$ cat config.mk
export PLATFORM = sky130hd
export DESIGN_NAME = tlut_addr_gen
export DESIGN_NICKNAME = d
export VERILOG_FILES = /design/src/rtl/tlut_pkg.sv /design/src/rtl/tlut_index.sv /design/src/rtl/tlut_ram.sv /design/src/rtl/tlut_addr_gen.sv
export SDC_FILE = /design/constraint.sdc
export NUM_CORES = 1
export LEC_CHECK = 0
export ABC_AREA = 1
export BUFFER_PORTS_ARGS = -buffer_cell sky130_fd_sc_hd__clkbuf_2
export CAP_MARGIN = 5
export CORE_MARGIN = 3
export CORE_UTILIZATION = 57
export CTS_CLUSTER_DIAMETER = 200
export DETAILED_ROUTE_END_ITERATION = 12
export PLACE_DENSITY = 0.74
export SKIP_CTS_REPAIR_TIMING = 1
export SLEW_MARGIN = 25
export SYNTH_ARGS = -nofsm -noshare
export SYNTH_HDL_FRONTEND = slang
export SYNTH_SLANG_ARGS = --single-unit
export TNS_END_PERCENT = 20
$ cat constraint.sdc
create_clock -name clk -period 2 [get_ports clk]
set_clock_uncertainty 0.1 [all_clocks]
set_input_delay 0.1 -clock clk [delete_from_list [all_inputs] [get_ports clk]]
set_output_delay 0.1 -clock clk [all_outputs]
set_load 0.02 [all_outputs]
$ cat src/rtl/tlut_pkg.sv
package tlut_pkg;
  typedef enum logic {TBL_MOD = 1'b0, TBL_TE = 1'b1} tbl_sel_e;

  // number of table entries needed to span [lo, hi] degrees in 2**shift steps
  function automatic int span_entries(int lo_deg, int hi_deg, int shift);
    return ((hi_deg - lo_deg) >> shift) + 1;
  endfunction
endpackage

$ cat src/rtl/tlut_index.sv
module tlut_index #(
  parameter int TEMP_W = 16,
  parameter int FRAC_W = 8,
  parameter int BASE   = -40,
  parameter int SHIFT  = 1,
  parameter int DEPTH  = 72,
  parameter int IDX_W  = $clog2(DEPTH)
) (
  input  logic signed [TEMP_W-1:0] temp,
  output logic [IDX_W-1:0]         idx
);
  localparam int INT_W = TEMP_W - FRAC_W;
  localparam int D_W   = INT_W + 2;
  localparam logic signed [D_W-1:0] LAST = D_W'(DEPTH - 1);

  logic signed [INT_W-1:0] whole;
  logic signed [D_W-1:0]   delta;
  logic signed [D_W-1:0]   step;

  assign whole = temp[TEMP_W-1:FRAC_W];
  assign delta = D_W'(whole) - D_W'(BASE);
  assign step  = delta >>> SHIFT;

  always_comb begin
    if (delta < 0)
      idx = '0;
    else if (step > LAST)
      idx = IDX_W'(DEPTH - 1);
    else
      idx = step[IDX_W-1:0];
  end
endmodule

$ cat src/rtl/tlut_ram.sv
module tlut_ram #(
  parameter int DEPTH  = 72,
  parameter int DATA_W = 8,
  parameter int AW     = $clog2(DEPTH)
) (
  input  logic              clk,
  input  logic              we,
  input  logic [AW-1:0]     waddr,
  input  logic [DATA_W-1:0] wdata,
  input  logic [AW-1:0]     raddr,
  output logic [DATA_W-1:0] rdata
);
  logic [DATA_W-1:0] mem [DEPTH];

  // read-first: a same-edge write is not seen by this read
  always_ff @(posedge clk) begin
    if (we)
      mem[waddr] <= wdata;
    rdata <= mem[raddr];
  end
endmodule

$ cat src/rtl/tlut_addr_gen.sv
module tlut_addr_gen #(
  parameter int TEMP_W    = 16,
  parameter int FRAC_W    = 8,
  parameter int DATA_W    = 8,
  parameter int BASE_DEG  = -40,
  parameter int MOD_SHIFT = 1,
  parameter int MOD_DEPTH = tlut_pkg::span_entries(-40, 102, 1),
  parameter int TE_SHIFT  = 2,
  parameter int TE_DEPTH  = 36,
  parameter int MOD_IW    = $clog2(MOD_DEPTH),
  parameter int TE_IW     = $clog2(TE_DEPTH),
  parameter int ADDR_W    = (MOD_IW > TE_IW) ? MOD_IW : TE_IW
) (
  input  logic              clk,
  input  logic              rst,
  input  logic              sample_stb,
  input  logic [TEMP_W-1:0] temp_in,
  input  logic              wr_en,
  input  logic              wr_unlock,
  input  logic              wr_sel,
  input  logic [ADDR_W-1:0] wr_addr,
  input  logic [DATA_W-1:0] wr_data,
  output logic [MOD_IW-1:0] mod_idx,
  output logic [TE_IW-1:0]  te_idx,
  output logic [DATA_W-1:0] mod_val,
  output logic [DATA_W-1:0] te_val,
  output logic              out_valid
);
  import tlut_pkg::*;

  localparam int INT_W    = TEMP_W - FRAC_W;
  localparam int MOD_HIGH = BASE_DEG + (MOD_DEPTH << MOD_SHIFT);
  localparam int TE_HIGH  = BASE_DEG + (TE_DEPTH << TE_SHIFT);
  localparam logic [MOD_IW-1:0] MOD_LAST = MOD_IW'(MOD_DEPTH - 1);
  localparam logic [TE_IW-1:0]  TE_LAST  = TE_IW'(TE_DEPTH - 1);

  logic [MOD_IW-1:0] mod_idx_c, mod_idx_p;
  logic [TE_IW-1:0]  te_idx_c, te_idx_p;
  logic [DATA_W-1:0] mod_rd, te_rd;
  logic              fetch_v;
  logic              mod_we, te_we;
  tbl_sel_e          sel;
  logic signed [INT_W-1:0] temp_whole;

  assign sel        = tbl_sel_e'(wr_sel);
  assign temp_whole = temp_in[TEMP_W-1:FRAC_W];

  tlut_index #(
    .TEMP_W(TEMP_W), .FRAC_W(FRAC_W), .BASE(BASE_DEG),
    .SHIFT(MOD_SHIFT), .DEPTH(MOD_DEPTH), .IDX_W(MOD_IW)
  ) u_mod_index (
    .temp(temp_in), .idx(mod_idx_c)
  );

  tlut_index #(
    .TEMP_W(TEMP_W), .FRAC_W(FRAC_W), .BASE(BASE_DEG),
    .SHIFT(TE_SHIFT), .DEPTH(TE_DEPTH), .IDX_W(TE_IW)
  ) u_te_index (
    .temp(temp_in), .idx(te_idx_c)
  );

  assign mod_we = wr_en && wr_unlock && (sel == TBL_MOD) &&
                  (int'(wr_addr) < MOD_DEPTH);
  assign te_we  = wr_en && wr_unlock && (sel == TBL_TE) &&
                  (int'(wr_addr) < TE_DEPTH);

  tlut_ram #(.DEPTH(MOD_DEPTH), .DATA_W(DATA_W), .AW(MOD_IW)) u_mod_ram (
    .clk(clk), .we(mod_we), .waddr(wr_addr[MOD_IW-1:0]), .wdata(wr_data),
    .raddr(mod_idx_c), .rdata(mod_rd)
  );

  tlut_ram #(.DEPTH(TE_DEPTH), .DATA_W(DATA_W), .AW(TE_IW)) u_te_ram (
    .clk(clk), .we(te_we), .waddr(wr_addr[TE_IW-1:0]), .wdata(wr_data),
    .raddr(te_idx_c), .rdata(te_rd)
  );

  always_ff @(posedge clk) begin
    if (rst) begin
      fetch_v   <= 1'b0;
      mod_idx_p <= '0;
      te_idx_p  <= '0;
      out_valid <= 1'b0;
      mod_idx   <= '0;
      te_idx    <= '0;
      mod_val   <= '0;
      te_val    <= '0;
    end else begin
      fetch_v   <= sample_stb;
      out_valid <= fetch_v;
      if (sample_stb) begin
        mod_idx_p <= mod_idx_c;
        te_idx_p  <= te_idx_c;
      end
      if (fetch_v) begin
        mod_idx <= mod_idx_p;
        te_idx  <= te_idx_p;
        mod_val <= mod_rd;
        te_val  <= te_rd;
      end
    end
  end


  valid_lag_chk: assert property (@(posedge clk) disable iff (rst)
    sample_stb |=> ##1 out_valid);


  no_spurious_valid_chk: assert property (@(posedge clk) disable iff (rst)
    !sample_stb |=> ##1 !out_valid);


  low_clamp_chk: assert property (@(posedge clk) disable iff (rst)
    (sample_stb && temp_whole < BASE_DEG) |=> ##1 (mod_idx == '0 && te_idx == '0));


  high_clamp_chk: assert property (@(posedge clk) disable iff (rst)
    (sample_stb && temp_whole >= MOD_HIGH && temp_whole >= TE_HIGH)
      |=> ##1 (mod_idx == MOD_LAST && te_idx == TE_LAST));


  hold_chk: assert property (@(posedge clk) disable iff (rst)
    !out_valid |-> ($stable(mod_val) && $stable(te_val) &&
                    $stable(mod_idx) && $stable(te_idx)));
endmodule

==> flow_metrics.py <==
metrics = {
    "route": {
        "vias_per_cell": 6.03,
        "drt_iter0_drc": 4244,
        "wl_met1_mm": 42.9,
        "num_vias": 28100,
        "drc_errors": 0,
        "antenna_left": 0,
        "wl_met3_mm": 12.2,
        "wire_per_inst_um": 23.8,
        "wirelength_mm": 111,
        "dr.pass1.iters": 6,
        "met2WireLength_mm": 51.4,
        "highest_layer": "met5",
    },
    "logic_synthesis": {
        "synth_most_common_cell": "edfxtp_1",
        "yosys.cell_types.count": 34,
        "ys_top_cells_by_count": "edfxtp_1, nand3_1, nand2_1",
        "synth_ff_type": "edfxtp_1",
        "syn_avg_cell_area_um2": 11.4,
        "yosys-top-cells-area": "edfxtp_1, nand3_1, nand2_1, inv_1, dfxtp_1",
        "synth_top_area_frac": 0.665,
        "ys_seq_area_frac": 0.696,
        "netlist_area_um2": 39000,
        "synth-edff-count": 864,
        "synth-seq-cells": 924,
        "synth.largest_area_cell": "edfxtp_1",
        "syn-num-nets": 3457,
        "yosysWarnings": 0,
        "async_reset_ff_frac": 0,
        "synthCells": 3418,
    },
    "clocking": {
        "cts_buffer_depth": 3,
        "cts_tree": "built",
        "htree_num_levels": 3,
        "numCtsBuffers": 93,
        "clkSinkCount": 924,
        "clock-root-buffer": "clkbuf_16",
        "clk_pin_slew_ns": 0.06,
        "clk_latency_ns": 0.66,
    },
    "sta": {
        "holdWs_ns": 0.171,
        "fmax_mhz": 500,
        "rsz0062_at_grt": "yes",
        "drv_slew": 0,
        "worst_pin_slew_ns": 0.955,
        "period_needed_ns": 2.00,
        "setup_tns_ns": 0,
        "slew_headroom": 0.361,
        "setup_viol": 0,
        "hold_viol": 0,
        "finalCritPeriodShare": 1.00,
    },
    "setup_path": {
        "r2r_end": "u_mod_ram.rdata[3]",
        "crit_top_cell": "nand2_1",
        "worst-path-buf-inv": 4,
        "crit_fanout": 14,
        "critical_path.max_stage_delay_ns": 0.18,
        "critical_path_class": "in2reg",
        "crit_path_end": "u_mod_ram.rdata[6]",
        "startpoint": "temp_in[13]",
        "path_depth": 20,
        "arrival_ns": 2.45,
        "cp.required_ns": 2.45,
        "reg2reg_depth": 10,
        "cpLargestDelayFamily": "simple AND/OR/NAND/NOR gates",
        "rr_startpoint": "u_mod_ram.mem[13][3]",
        "crit_slowest_cell": "buf_16",
        "rrSetupSlack_ns": 0.36,
        "worstSetupEndpointType": "register",
        "path_cells": "clkbuf_2 > inv_2 > nand2_2 > nand2_1 > nand2_1 > nand3_2 > nand2_4 > nand2_8 > nand2_8 > buf_16 > buf_16 > nand2_1 > nand3_1 > nand3_1 > nand3_1 > nand3_1 > nand3_1 > nand2_1 > nand2_1 > nand2_1",
        "start_kind": "primary input",
    },
    "placed_design": {
        "port_buffers": 57,
        "dp_hpwl_mm": 65.4,
        "gp_congestion": 0.947,
    },
    "flow_run": {
        "drv_cap": 0,
    },
    "pwr": {
        "ir_worst_vdd_mv": 0.967,
        "finalPower_mw": 44.5,
        "p_leak_nw": 18.1,
        "power.density_nw_per_um2": 948,
    },
    "worst_hold_path": {
        "worstHoldPathType": "in2reg",
    },
    "floorplanning": {
        "coreArea_um2": 67500,
        "die-width_um": 268,
        "dieArea_um2": 71600,
        "die_height_um": 268,
        "io_pins": 67,
        "start_util": 0.578,
        "num_rows": 95,
    },
    "grt": {
        "grt_use_total": 0.293,
        "grt_max_degree": 93,
        "grt_pass1_vias": 26100,
        "grt_pass1_wl_mm": 158,
        "overflow": 0,
        "antenna_found_initial": 4,
    },
    "cells_and_area": {
        "layout.nets": 3753,
        "fillers": 4555,
        "drive_gt1_frac": 0.176,
        "area_growth_pct": 20.2,
    },
    "outcome": {
        "status": "complete, no violations",
    },
}
layer usage:
metal / up-vias / track usage
li1: 12500 / -
met1: 13600 / 0.412
met2: 1764 / 0.460
met3: 293 / 0.0593
met4: 4 / 0.104
met5: - / 0
sequential cells by signal (all words and copies together), names as in the netlist:
name	flops
u_mod_ram.rdata	8
mod_idx_p	7
te_idx	6
te_val	8
out_valid	1
u_mod_ram.mem	576
te_idx_p	6
u_te_ram.mem	288
fetch_v	1
u_te_ram.rdata	8
mod_val	8
mod_idx	7
through the flow:
stage / cells / setup slack (ns) / area, um2 / util
finish: 4665 / 0.000986 / 46900 / 0.695
global route: 4664 / -0.0473 / 46900 / 0.695
CTS: 4622 / -0.131 / 45700 / 0.677
detailed placement: 4450 / -0.801 / 42700 / 0.633
global placement: 4450 / -0.740 / 42700 / 0.633
floorplan: 3418 / 0.0116 / 39100 / -
placed cells by master (no fill, tap or decap), types with 60 or more instances in the layout:
master and count:
nor2_1 290, nand3_1 539, inv_1 395, edfxtp_1 864, o21ai_0 142, o211ai_1 135, buf_4 246, clkbuf_16 115
nand2_1 448, buf_12 67, dfxtp_1 60, nand3b_1 129
cell type report:
class / instances / area, um2 / area share
tap: 873 / 1090 / 0.0233
antenna: 1 / 2.50 / 0.0000533
inverter: 405 / 1540 / 0.0329
sequential: 924 / 27100 / 0.579
timing repair buffer: 410 / 4420 / 0.0943
multi-input combinational: 1880 / 9730 / 0.207
clock buffer: 122 / 2490 / 0.0530
clock inverter: 50 / 483 / 0.0103
worst register-to-register path, stage by stage (launching register included):
cell	delay, ns
edfxtp_1	0.38
inv_1	0.06
nand3_1	0.12
nand3_1	0.13
nand3_1	0.10
nand3_1	0.10
nand3_1	0.18
nand3_2	0.18
nand2_1	0.06
nand2_1	0.06
nand2_1	0.04
cells by family (layout without fill, tap and decap cells):
logic type,after synthesis,in the layout,synth area share
simple gates,1552,1553,0.187
flops,924,924,0.696
buf+inv,615,987,0.0652
compound gates,325,325,0.0520
fa+ha+maj,2,2,0.000641
other cells,0,1,0
power by group:
part	internal [mW]	switching, mW
clock network	9.70	7.35
registers	21.3	0.134
logic	2.18	3.82
total	33.2	11.3
how the worst min path moves through the flow:
stage / depth (start not counted) / start / end / slack [ns]
floorplan: 1 / rst / mod_idx_p[6] / 0.07
global placement: 2 / rst / te_idx_p[5] / 0.26
detailed placement: 2 / rst / te_idx_p[5] / 0.27
CTS: 2 / rst / te_idx_p[5] / -0.40
global route: 3 / rst / mod_idx_p[5] / 0.19
finish: 3 / rst / out_valid / 0.17
Power figures use the tool's default switching activity.
